### config.mk
export PLATFORM = sky130hd
export DESIGN_NAME = ups_resv_req
export DESIGN_NICKNAME = d
export VERILOG_FILES = /design/src/rtl/urr_pkg.sv /design/src/rtl/urr_sizer.sv /design/src/rtl/urr_lfsr.sv /design/src/rtl/urr_slot_align.sv /design/src/rtl/ups_resv_req.sv
export SDC_FILE = /design/constraint.sdc
export NUM_CORES = 1
export LEC_CHECK = 0
export CORE_ASPECT_RATIO = 1.1
export CORE_UTILIZATION = 45
export CTS_BUF_LIST = sky130_fd_sc_hd__clkbuf_8 sky130_fd_sc_hd__clkbuf_16
export DETAILED_ROUTE_END_ITERATION = 10
export PLACE_DENSITY = 0.78
export SYNTH_ARGS = -nofsm -noshare
export SYNTH_HDL_FRONTEND = slang
export SYNTH_SLANG_ARGS = --single-unit
### constraint.sdc
create_clock -name clk -period 4.31 [get_ports clk]
set_input_delay 0.431 -clock clk [delete_from_list [all_inputs] [get_ports clk]]
set_output_delay 0.431 -clock clk [all_outputs]
set_load 0.005 [all_outputs]
### src/rtl/urr_pkg.sv
package urr_pkg;

    typedef enum logic [2:0] {
        ST_IDLE  = 3'd0,
        ST_SIZE  = 3'd1,
        ST_REQ   = 3'd2,
        ST_WGNT  = 3'd3,
        ST_BOFF  = 3'd4,
        ST_WSLOT = 3'd5,
        ST_TX    = 3'd6,
        ST_DONE  = 3'd7
    } urr_st_e;

endpackage

### src/rtl/urr_sizer.sv
module urr_sizer #(
    parameter int LEN_W      = 11,
    parameter int SLOT_BYTES = 16,
    parameter int CNT_W      = 8
) (
    input  logic [LEN_W-1:0] len,
    output logic [CNT_W-1:0] cnt
);
    localparam int SUM_W = LEN_W + 1;

    logic [SUM_W-1:0] sum_w;

    always_comb begin
        sum_w = {1'b0, len} + SUM_W'(SLOT_BYTES - 1);
        if (len == '0) begin
            cnt = CNT_W'(1);
        end else begin
            cnt = CNT_W'(sum_w / SUM_W'(SLOT_BYTES));
        end
    end
endmodule

### src/rtl/urr_lfsr.sv
module urr_lfsr #(
    parameter int          OUT_W = 11,
    parameter logic [15:0] SEED  = 16'hACE1,
    parameter logic [15:0] TAPS  = 16'hB400
) (
    input  logic             clk,
    input  logic             rst_n,
    output logic [OUT_W-1:0] rnd
);
    logic [15:0] state_d, state_q;

    always_comb begin
        state_d = {1'b0, state_q[15:1]} ^ (state_q[0] ? TAPS : 16'h0000);
    end

    always_ff @(posedge clk) begin
        if (!rst_n) begin
            state_q <= SEED;
        end else begin
            state_q <= state_d;
        end
    end

    assign rnd = state_q[OUT_W-1:0];
endmodule

### src/rtl/urr_slot_align.sv
module urr_slot_align #(
    parameter int SLOT_W = 8
) (
    input  logic              slot_strobe,
    input  logic [SLOT_W-1:0] slot_num,
    input  logic [SLOT_W-1:0] range_ofs,
    input  logic [SLOT_W-1:0] target,
    output logic              hit
);
    logic [SLOT_W-1:0] corrected;

    always_comb begin
        corrected = slot_num + range_ofs;
        hit       = slot_strobe && (corrected == target);
    end
endmodule

### src/rtl/ups_resv_req.sv
module ups_resv_req
    import urr_pkg::*;
#(
    parameter int          LEN_W      = 11,
    parameter int          SLOT_BYTES = 16,
    parameter int          SLOT_W     = 8,
    parameter int          GRANT_TMO  = 8,
    parameter int          WIN_MIN    = 2,
    parameter int          WIN_MAX    = 1024,
    parameter int          MAX_FAIL   = 16,
    parameter logic [15:0] LFSR_SEED  = 16'hACE1,
    parameter int          CNT_W      = LEN_W - $clog2(SLOT_BYTES) + 1
) (
    input  logic              clk,
    input  logic              rst_n,
    input  logic              host_valid,
    input  logic [LEN_W-1:0]  host_len,
    output logic              host_ready,
    output logic              host_done,
    output logic              host_err,
    input  logic              slot_strobe,
    input  logic [SLOT_W-1:0] slot_num,
    input  logic              req_opp,
    input  logic [SLOT_W-1:0] range_ofs,
    input  logic              grant_valid,
    input  logic [SLOT_W-1:0] grant_start,
    output logic              req_out,
    output logic [CNT_W-1:0]  req_cnt,
    output logic              tx_en,
    output logic [CNT_W-1:0]  tx_piggy
);
    localparam int TMO_W  = $clog2(GRANT_TMO + 1);
    localparam int WIN_W  = $clog2(WIN_MAX) + 1;
    localparam int FAIL_W = $clog2(MAX_FAIL + 1);

    typedef struct packed {
        urr_st_e            st;
        logic [LEN_W-1:0]   len;
        logic [CNT_W-1:0]   cnt;
        logic [CNT_W-1:0]   rem;
        logic [SLOT_W-1:0]  start;
        logic [TMO_W-1:0]   tmo;
        logic [WIN_W-1:0]   win;
        logic [WIN_W-1:0]   bo;
        logic [FAIL_W-1:0]  fails;
        logic               nxt_pend;
        logic [CNT_W-1:0]   nxt_cnt;
        logic               req;
        logic               tx;
        logic               done;
        logic               err;
    } urr_regs_t;

    urr_regs_t cur_q, nxt_d;

    logic [CNT_W-1:0] size_cur;
    logic [CNT_W-1:0] size_nxt;
    logic [WIN_W-1:0] rnd_bits;
    logic             slot_hit;
    logic             opp_now;

    urr_sizer #(
        .LEN_W      (LEN_W),
        .SLOT_BYTES (SLOT_BYTES),
        .CNT_W      (CNT_W)
    ) u_size_cur (
        .len (cur_q.len),
        .cnt (size_cur)
    );

    urr_sizer #(
        .LEN_W      (LEN_W),
        .SLOT_BYTES (SLOT_BYTES),
        .CNT_W      (CNT_W)
    ) u_size_nxt (
        .len (host_len),
        .cnt (size_nxt)
    );

    urr_lfsr #(
        .OUT_W (WIN_W),
        .SEED  (LFSR_SEED)
    ) u_lfsr (
        .clk   (clk),
        .rst_n (rst_n),
        .rnd   (rnd_bits)
    );

    urr_slot_align #(
        .SLOT_W (SLOT_W)
    ) u_align (
        .slot_strobe (slot_strobe),
        .slot_num    (slot_num),
        .range_ofs   (range_ofs),
        .target      (cur_q.start),
        .hit         (slot_hit)
    );

    assign opp_now = slot_strobe && req_opp;

    always_comb begin
        nxt_d      = cur_q;
        nxt_d.req  = 1'b0;
        nxt_d.done = 1'b0;
        nxt_d.err  = 1'b0;

        case (cur_q.st)
            ST_IDLE: begin
                if (host_valid) begin
                    nxt_d.len   = host_len;
                    nxt_d.win   = WIN_W'(WIN_MIN);
                    nxt_d.fails = '0;
                    nxt_d.st    = ST_SIZE;
                end
            end
            ST_SIZE: begin
                nxt_d.cnt = size_cur;
                nxt_d.st  = ST_REQ;
            end
            ST_REQ: begin
                if (opp_now) begin
                    nxt_d.req = 1'b1;
                    nxt_d.tmo = '0;
                    nxt_d.st  = ST_WGNT;
                end
            end
            ST_WGNT: begin
                if (grant_valid) begin
                    nxt_d.start = grant_start;
                    nxt_d.win   = WIN_W'(WIN_MIN);
                    nxt_d.fails = '0;
                    nxt_d.st    = ST_WSLOT;
                end else if (slot_strobe) begin
                    if (cur_q.tmo == TMO_W'(GRANT_TMO - 1)) begin
                        if (cur_q.fails == FAIL_W'(MAX_FAIL - 1)) begin
                            nxt_d.err = 1'b1;
                            nxt_d.st  = ST_DONE;
                        end else begin
                            nxt_d.fails = cur_q.fails + FAIL_W'(1);
                            nxt_d.bo    = rnd_bits & (cur_q.win - WIN_W'(1));
                            if (cur_q.win < WIN_W'(WIN_MAX)) begin
                                nxt_d.win = cur_q.win << 1;
                            end
                            nxt_d.st = ST_BOFF;
                        end
                    end else begin
                        nxt_d.tmo = cur_q.tmo + TMO_W'(1);
                    end
                end
            end
            ST_BOFF: begin
                if (cur_q.bo == '0) begin
                    nxt_d.st = ST_REQ;
                end else if (opp_now) begin
                    nxt_d.bo = cur_q.bo - WIN_W'(1);
                end
            end
            ST_WSLOT: begin
                if (host_valid && !cur_q.nxt_pend) begin
                    nxt_d.nxt_pend = 1'b1;
                    nxt_d.nxt_cnt  = size_nxt;
                end
                if (slot_hit) begin
                    nxt_d.rem = cur_q.cnt;
                    nxt_d.st  = ST_TX;
                end
            end
            ST_TX: begin
                if (slot_strobe) begin
                    if (cur_q.rem == CNT_W'(1)) begin
                        nxt_d.done = 1'b1;
                        nxt_d.st   = ST_DONE;
                    end else begin
                        nxt_d.rem = cur_q.rem - CNT_W'(1);
                    end
                end
            end
            ST_DONE: begin
                if (cur_q.nxt_pend) begin
                    nxt_d.cnt      = cur_q.nxt_cnt;
                    nxt_d.nxt_pend = 1'b0;
                    nxt_d.tmo      = '0;
                    nxt_d.win      = WIN_W'(WIN_MIN);
                    nxt_d.fails    = '0;
                    nxt_d.st       = ST_WGNT;
                end else begin
                    nxt_d.st = ST_IDLE;
                end
            end
            default: nxt_d.st = ST_IDLE;
        endcase

        nxt_d.tx = (nxt_d.st == ST_TX);
    end

    always_ff @(posedge clk) begin
        if (!rst_n) begin
            cur_q <= '0;
        end else begin
            cur_q <= nxt_d;
        end
    end

    assign host_ready = (cur_q.st == ST_IDLE) ||
                        ((cur_q.st == ST_WSLOT) && !cur_q.nxt_pend);
    assign host_done  = cur_q.done;
    assign host_err   = cur_q.err;
    assign req_out    = cur_q.req;
    assign req_cnt    = cur_q.req ? cur_q.cnt : '0;
    assign tx_en      = cur_q.tx;
    assign tx_piggy   = (cur_q.tx && cur_q.nxt_pend) ? cur_q.nxt_cnt : '0;
endmodule

==> results of run 1 <==
cell families after synthesis:
logic type,share of synthesized area [%]
fa+ha+maj,3.74
simple gates,28.0
xor+xnor,7.21
flops,37.2
compound gates,19.4
mux,0.575
buf+inv,3.91
sequential cells by signal, summed over array words and instances, names as in the netlist:
| signal | cells |
|---|---|
| host_err | 1 |
| host_done | 1 |
| tx_en | 1 |
| u_lfsr.state_q | 16 |
| req_out | 1 |
| cur_q | 77 |
cells in the mapped netlist (6+ instances only):
library cell	n	share of area (%)
a22oi_1	12	1.7
nor2_1	60	4.3
nand2_1	102	7.3
o21ai_1	7	0.67
xor2_1	19	3.2
a211oi_1	8	1.2
o21ai_2	7	1.2
o21ai_0	25	2.4
nand2b_1	12	1.4
clkbuf_1	26	1.9
nand4_1	9	1.1
nor4_1	7	0.84
dfxtp_1	97	37
nand3_1	26	2.5
and3_1	16	1.9
nor3_1	20	1.9
or3_1	6	0.72
xnor2_1	24	4.0
a21oi_1	58	5.6
ha_1	14	3.4
inv_1	13	0.93
and2_1	21	2.5
final timing paths:
check / slack [ps] / start / depth (start not counted) / endpoint
max: 1290 / slot_num[0] / 10 / cur_q[80]
min: 420 / u_lfsr.state_q[12] / 1 / u_lfsr.state_q[11]
max reg2reg: 1330 / cur_q[79] / 6 / cur_q[18]
min reg2reg: 420 / u_lfsr.state_q[12] / 1 / u_lfsr.state_q[11]
layer usage:
metal | vias up | wire, microns
met2 | 158 | 6490
met4 | 0 | 291
met3 | 28 | 695
met5 | - | 0
met1 | 2270 | 5550
li1 | 2414 | -
metrics by stage:
stage	instance area, sq um	power, mW	hold slack (ps)
2_1_floorplan	5220	1.18	386
3_3_place_gp	5900	1.27	399
3_5_place_dp	5900	1.28	405
4_1_cts	6170	2.01	420
5_1_grt	6170	2.09	440
6_report	6170	2.00	415
layout make-up:
class,instances,area [sq um],share of cell area (%)
Inverter,15,56.3,0.912
Clock inverter,6,36.3,0.588
Sequential cell,97,1940,31.5
Tap cell,147,184,2.98
Clock buffer,10,239,3.87
Timing Repair Buffer,65,641,10.4
Multi-Input combinational cell,516,3080,49.8
power breakdown:
part           switching, mW  internal (mW)  leakage [nW]  total [mW]
sequential            0.0384          0.928         0.789       0.967
combinational          0.164          0.134          1.37       0.298
clock                  0.337          0.402         0.137       0.739
==> summary.md, run 1 <==
| Metric | Value |
|---|---|
| CP max stage cell | or4_1 |
| Syn Area/Cell | 7.90 sq um |
| Final WL | 13000 microns |
| Slew of the pin with the lowest slew margin | 921 ps |
| Setup violators final | 0 |
| Worst path required time | 4560 ps |
| Critical path class | in2reg |
| Utilization after layout | 55.6% |
| First-pass iteration count of the detailed router | 5 |
| Relative slew margins | 38.6% |
| Worst slack at placement | 979 ps |
| Critical path's top delay family | simple AND/OR/NAND/NOR gates |
| DR DRC count | 0 |
| Crit path capture type | flop |
| Tcrit/Tclk final | 70.1% |
| Grt ovf | 0 |
| Largest net degree at the start of global routing | 35 |
| Fin cells | 856 |
| RSZ-0062 raised after global routing | no |
| Async SR Flop Fraction | 0% |
| Outcome | finished clean |
| Row Count | 40 |
| Most frequent cells in the layout | nand2_1, dfxtp_1, clkdlybuf4s50_1 |
| Initial Utilization | 47.0% |
| Clock sink total | 97 |
| Worst VDD drop | 214 uV |
| Die Ht | 115 microns |
| IO Port Bufs | 61 |
| Most common cell after layout, fill and taps aside | nand2_1 |
| Gr busiest metal | met2 |
| Power per Cell Area | 325 mW/mm^2 |
| Grt met3 use | 4.54% |
| Final-layout fill cell count | 1035 |
| Critical path arrival | 3270 ps |
| Reg clk slew, reported paths | 70 ps |
| Final Max Tran Viols | 0 |
| Area Growth Syn to Fin | 18.2% |
| Die Wd | 105 microns |
| Core area | 0.0111 sq mm |
| Post-CTS setup buffers | 0 |
| Vias per cell | 5.69 |
| Main flop type after synthesis | dfxtp_1 |
| Vias in the first global route | 4593 |
| Syn Inst Count | 661 |
| Seq/Total Area, Yosys | 37.2% |
| Antenna viol nets, final | 0 |
| Hpwl dp | 9710 microns |
| Max Cap Viol | 0 |
| EDFF count, synth | 0 |
| Fin nets | 760 |
| Clock Skews | 6.87 ps |
| Fmax | 331 MHz |
| Root Driver | clkbuf_16 |
| WP buf/inv | 1 |
| Vias | 4870 |
| Max incr delay on CP | 540 ps |
| Fraction of layout cells with a size suffix above 1 | 5.50% |
| ANT cells | 0 |
| Hold_buf cts | 0 |
| CTS tree | yes |
| Total CTS buffers | 9 |
| Synth cell types | 67 |
| Worst hold path class | reg2reg |
| Placed insts | 840 |
| CP max FO | 5 |
| Met1 usage | 26.7% |
| Worst-Skew Late Latency | 350 ps |
| H-tree Lvls | 3 |
| Leakage | 2.30 nW |
| Worst setup margin | 1290 ps |
| DRT iter0 DRCs | 362 |
| CP Cell Sequence | clkdlybuf4s50_1, ha_1, fa_1, a211oi_1, nor2_1, xnor2_1, nor4_2, and4b_1, or4_1, and3_1 |
| Post-CTS Resized | 0 |
| Initial antenna violation count | 0 |
| Clk buf depth | 2 |
| YS warnings | 0 |
| Grt met2 use | 39.6% |
| First-pass GRT wire length | 21600 microns |
| Minimum clock period after layout | 3020 ps |
| Syn_nets | 717 |
| Startpoint Class | input pin |
| Cell Area, Synth | 0.00522 sq mm |
| Synth Register Bits | 97 |
| GPL Wtd Cong | 0.921 |
| Top Ports | 62 |
| Die area | 0.0120 sq mm |
| WL/cell | 15.2 microns |
| Setup TNS | 0 ps |
| Gr usage total | 22.3% |
| Final hold violation count | 0 |
Note: power is estimated with default switching activity, not from simulation.
==> inputs of run 2 (changes only) <==
clock period = 2.8 ns   (was 4.31 ns; I/O delays follow)
==> run 2 against run 1 <==
- design area rose by 4.3%
- via count rose by 4.3%
- count of clock-buffer cells in the layout fell by 1
- critical path depth rose by 3
- combinational power rose by 75%
- die area did not move
- power rose by 67%
- first-iteration DRC count rose by 0.83%
- non-clock buffer count rose by 20
- critical path type unchanged
- highest routed layer unchanged
==> summary.md, run 2 (synthesis gave the netlist of run 1 again) <==
| Metric | Value |
|---|---|
| Minimum clock period after layout | 2700 ps |
| Largest net degree at the start of global routing | 56 (+60%) |
| Hpwl dp | 10100 microns (+3.9%) |
| Clock Skews | 9.05 ps (+2.18 ps) |
| CTS tree | yes |
| Worst VDD drop | 407 uV (+90%) |
| Row Count | 40 (unchanged) |
| Clock sink total | 97 (unchanged) |
| Worst setup margin | 98.9 ps (-1190 ps) |
| Worst-Skew Late Latency | 340 ps (about the same) |
| Comb power frac | 15.6% (+0.7 points) |
| Switch share | 26.7% (-0.24 points) |
| Critical path class | in2reg |
| Total CTS buffers | 9 (unchanged) |
| P_int | 2.46 mW (+68%) |
| Fin nets | 781 (+2.8%) |
| Clock power frac | 40.4% (+3.5 points) |
| RSZ-0062 raised after global routing | no |
| Top Ports | 62 (unchanged) |
| IO Port Bufs | 61 (unchanged) |
| Final Max Tran Viols | 0 (unchanged) |
| Die area | 0.0120 sq mm (unchanged) |
| Grt ovf | 0 (unchanged) |
| WL/cell | 16.0 microns (+5.0%) |
| Reg clk slew, reported paths | 70 ps (about the same) |
| Leakage | 2.44 nW (+6.1%) |
| Fraction of layout cells with a size suffix above 1 | 9.04% (+3.5 points) |
| Final WL | 14000 microns (+7.6%) |
| Max reg flops | 77 (unchanged) |
| Final hold violation count | 0 (unchanged) |
| Worst hold path class | reg2reg |
| Worst path required time | 3030 ps (-1530 ps) |
| H-tree Lvls | 3 (unchanged) |
| Critical path arrival | 2930 ps (-340 ps) |
| Vias | 5080 (+4.3%) |
| Relative slew margins | 43.9% (+5.3 points) |
| Most common cell after layout, fill and taps aside | nand2_1 |
| Gr usage total | 23.1% (+0.79 points) |
| Outcome | finished clean |
| Worst slack at placement | -303 ps (-1280 ps) |
| Antenna viol nets, final | 0 (unchanged) |
| Crit path capture type | flop |
| Core area | 0.0111 sq mm (unchanged) |
| Root Driver | clkbuf_16 |
| Initial Utilization | 47.0% (unchanged) |
| R2R Setup Slk | 210 ps (-1120 ps) |
| Top flop regs | cur_q (77), u_lfsr.state_q (16) |
| Max Cap Viol | 0 (unchanged) |
| DR DRC count | 0 (unchanged) |
| Setup violators final | 0 (unchanged) |
| Power per Cell Area | 520 mW/mm^2 (+60%) |
| CP max FO | 9 (+4) |
| Register name with the most flops | cur_q |
| Startpoint Class | input pin |
| Area Growth Syn to Fin | 23.3% |
| First-pass iteration count of the detailed router | 5 (unchanged) |
| ANT cells | 0 (unchanged) |
| First-pass GRT wire length | 22500 microns (+4.1%) |
| GPL Wtd Cong | 0.966 (+4.9%) |
| Die Wd | 105 microns (unchanged) |
| Share of power burned in registers | 44.0% (-4.2 points) |
| Total design power | 3.35 mW (+67%) |
| Vias per cell | 5.79 (+1.8%) |
| Clk buf depth | 2 (unchanged) |
| Hold_buf cts | 0 (unchanged) |
| Die Ht | 115 microns (unchanged) |
| Final-layout fill cell count | 997 (-3.7%) |
| DRT iter0 DRCs | 365 (+0.83%) |
| Most frequent cells in the layout | nand2_1, dfxtp_1, clkdlybuf4s50_1 |
| Switch Pwr | 893 uW (+66%) |
| Setup TNS | 0 ps (unchanged) |
| Initial antenna violation count | 0 (unchanged) |
| Slew of the pin with the lowest slew margin | 838 ps (-82.2 ps) |
| Fmax | 370 MHz |
| Vias in the first global route | 4858 (+5.8%) |
| Tcrit/Tclk final | 96.5% |
==> run 2: cell count changes in the layout (fill, tap and decap cells not counted), moves of 2 or more <==
cell,previous run,this run
bufinv_16,0,2
inv_6,0,2
inv_1,14,12
buf_4,4,23
==> run 2: metrics by stage <==
step / utilization (%) / instance area (sq um) / cells / hold slack [ps]
2_1_floorplan: - / 5220 / 661 / 386
3_3_place_gp: 54.5 / 6050 / 859 / 398
3_5_place_dp: 54.5 / 6050 / 859 / 408
4_1_cts: 57.4 / 6380 / 875 / 425
5_1_grt: 57.9 / 6440 / 877 / 456
6_report: 57.9 / 6440 / 877 / 422
==> run 2: final cells by class <==
type	instances	area [sq um]	area share, %
Tap cell	147	184	2.86
Timing Repair Buffer	85	803	12.5
Clock buffer	9	225	3.50
Sequential cell	97	1940	30.2
Clock inverter	7	101	1.57
Multi-Input combinational cell	517	3130	48.6
Inverter	15	56.3	0.875
==> run 2: path summary, 6_finish.rpt <==
check        cells after the start                from            endpoint
max                             13         slot_num[0]           cur_q[53]
min                              1  u_lfsr.state_q[12]  u_lfsr.state_q[11]
max reg2reg                      8           cur_q[18]           cur_q[24]
min reg2reg                      1  u_lfsr.state_q[12]  u_lfsr.state_q[11]
==> run 2: worst max-delay path: stages <==
cell and delay, ps:
clkdlybuf4s50_1 410, ha_1 240, fa_2 370, buf_4 150, xor2_1 190, xnor2_1 140
nand4_1 160, nor4_4 350, buf_4 170, a21oi_4 80, buf_4 180, mux2i_1 150
nor2_1 50
==> run 2: layer usage <==
layer | GRT usage, % | vias to the layer above | part of all wire (%) | wire length [microns]
met5 | 0 | - | 0 | 0
met4 | 8.08 | 0 | 1.8 | 247
met3 | 3.68 | 21 | 4.6 | 651
met2 | 42.6 | 160 | 51 | 7200
met1 | 27.3 | 2428 | 42 | 5910
li1 | - | 2471 | - | -
==> run 2: what timing repair did <==
action / in CTS / in global routing
resized for setup: 0 / 6
setup endpoints to repair: 0 / 14
buffers inserted: 0 / 1
==> run 2: power by group through the flow <==
stage | sequential (mW) | combinational, mW | clock (mW)
3_3_place_gp | 1.50 | 0.482 | 0
3_5_place_dp | 1.50 | 0.496 | 0
4_1_cts | 1.47 | 0.501 | 1.36
5_1_grt | 1.48 | 0.572 | 1.41
6_report | 1.47 | 0.522 | 1.35
2_1_floorplan | 1.49 | 0.327 | 0
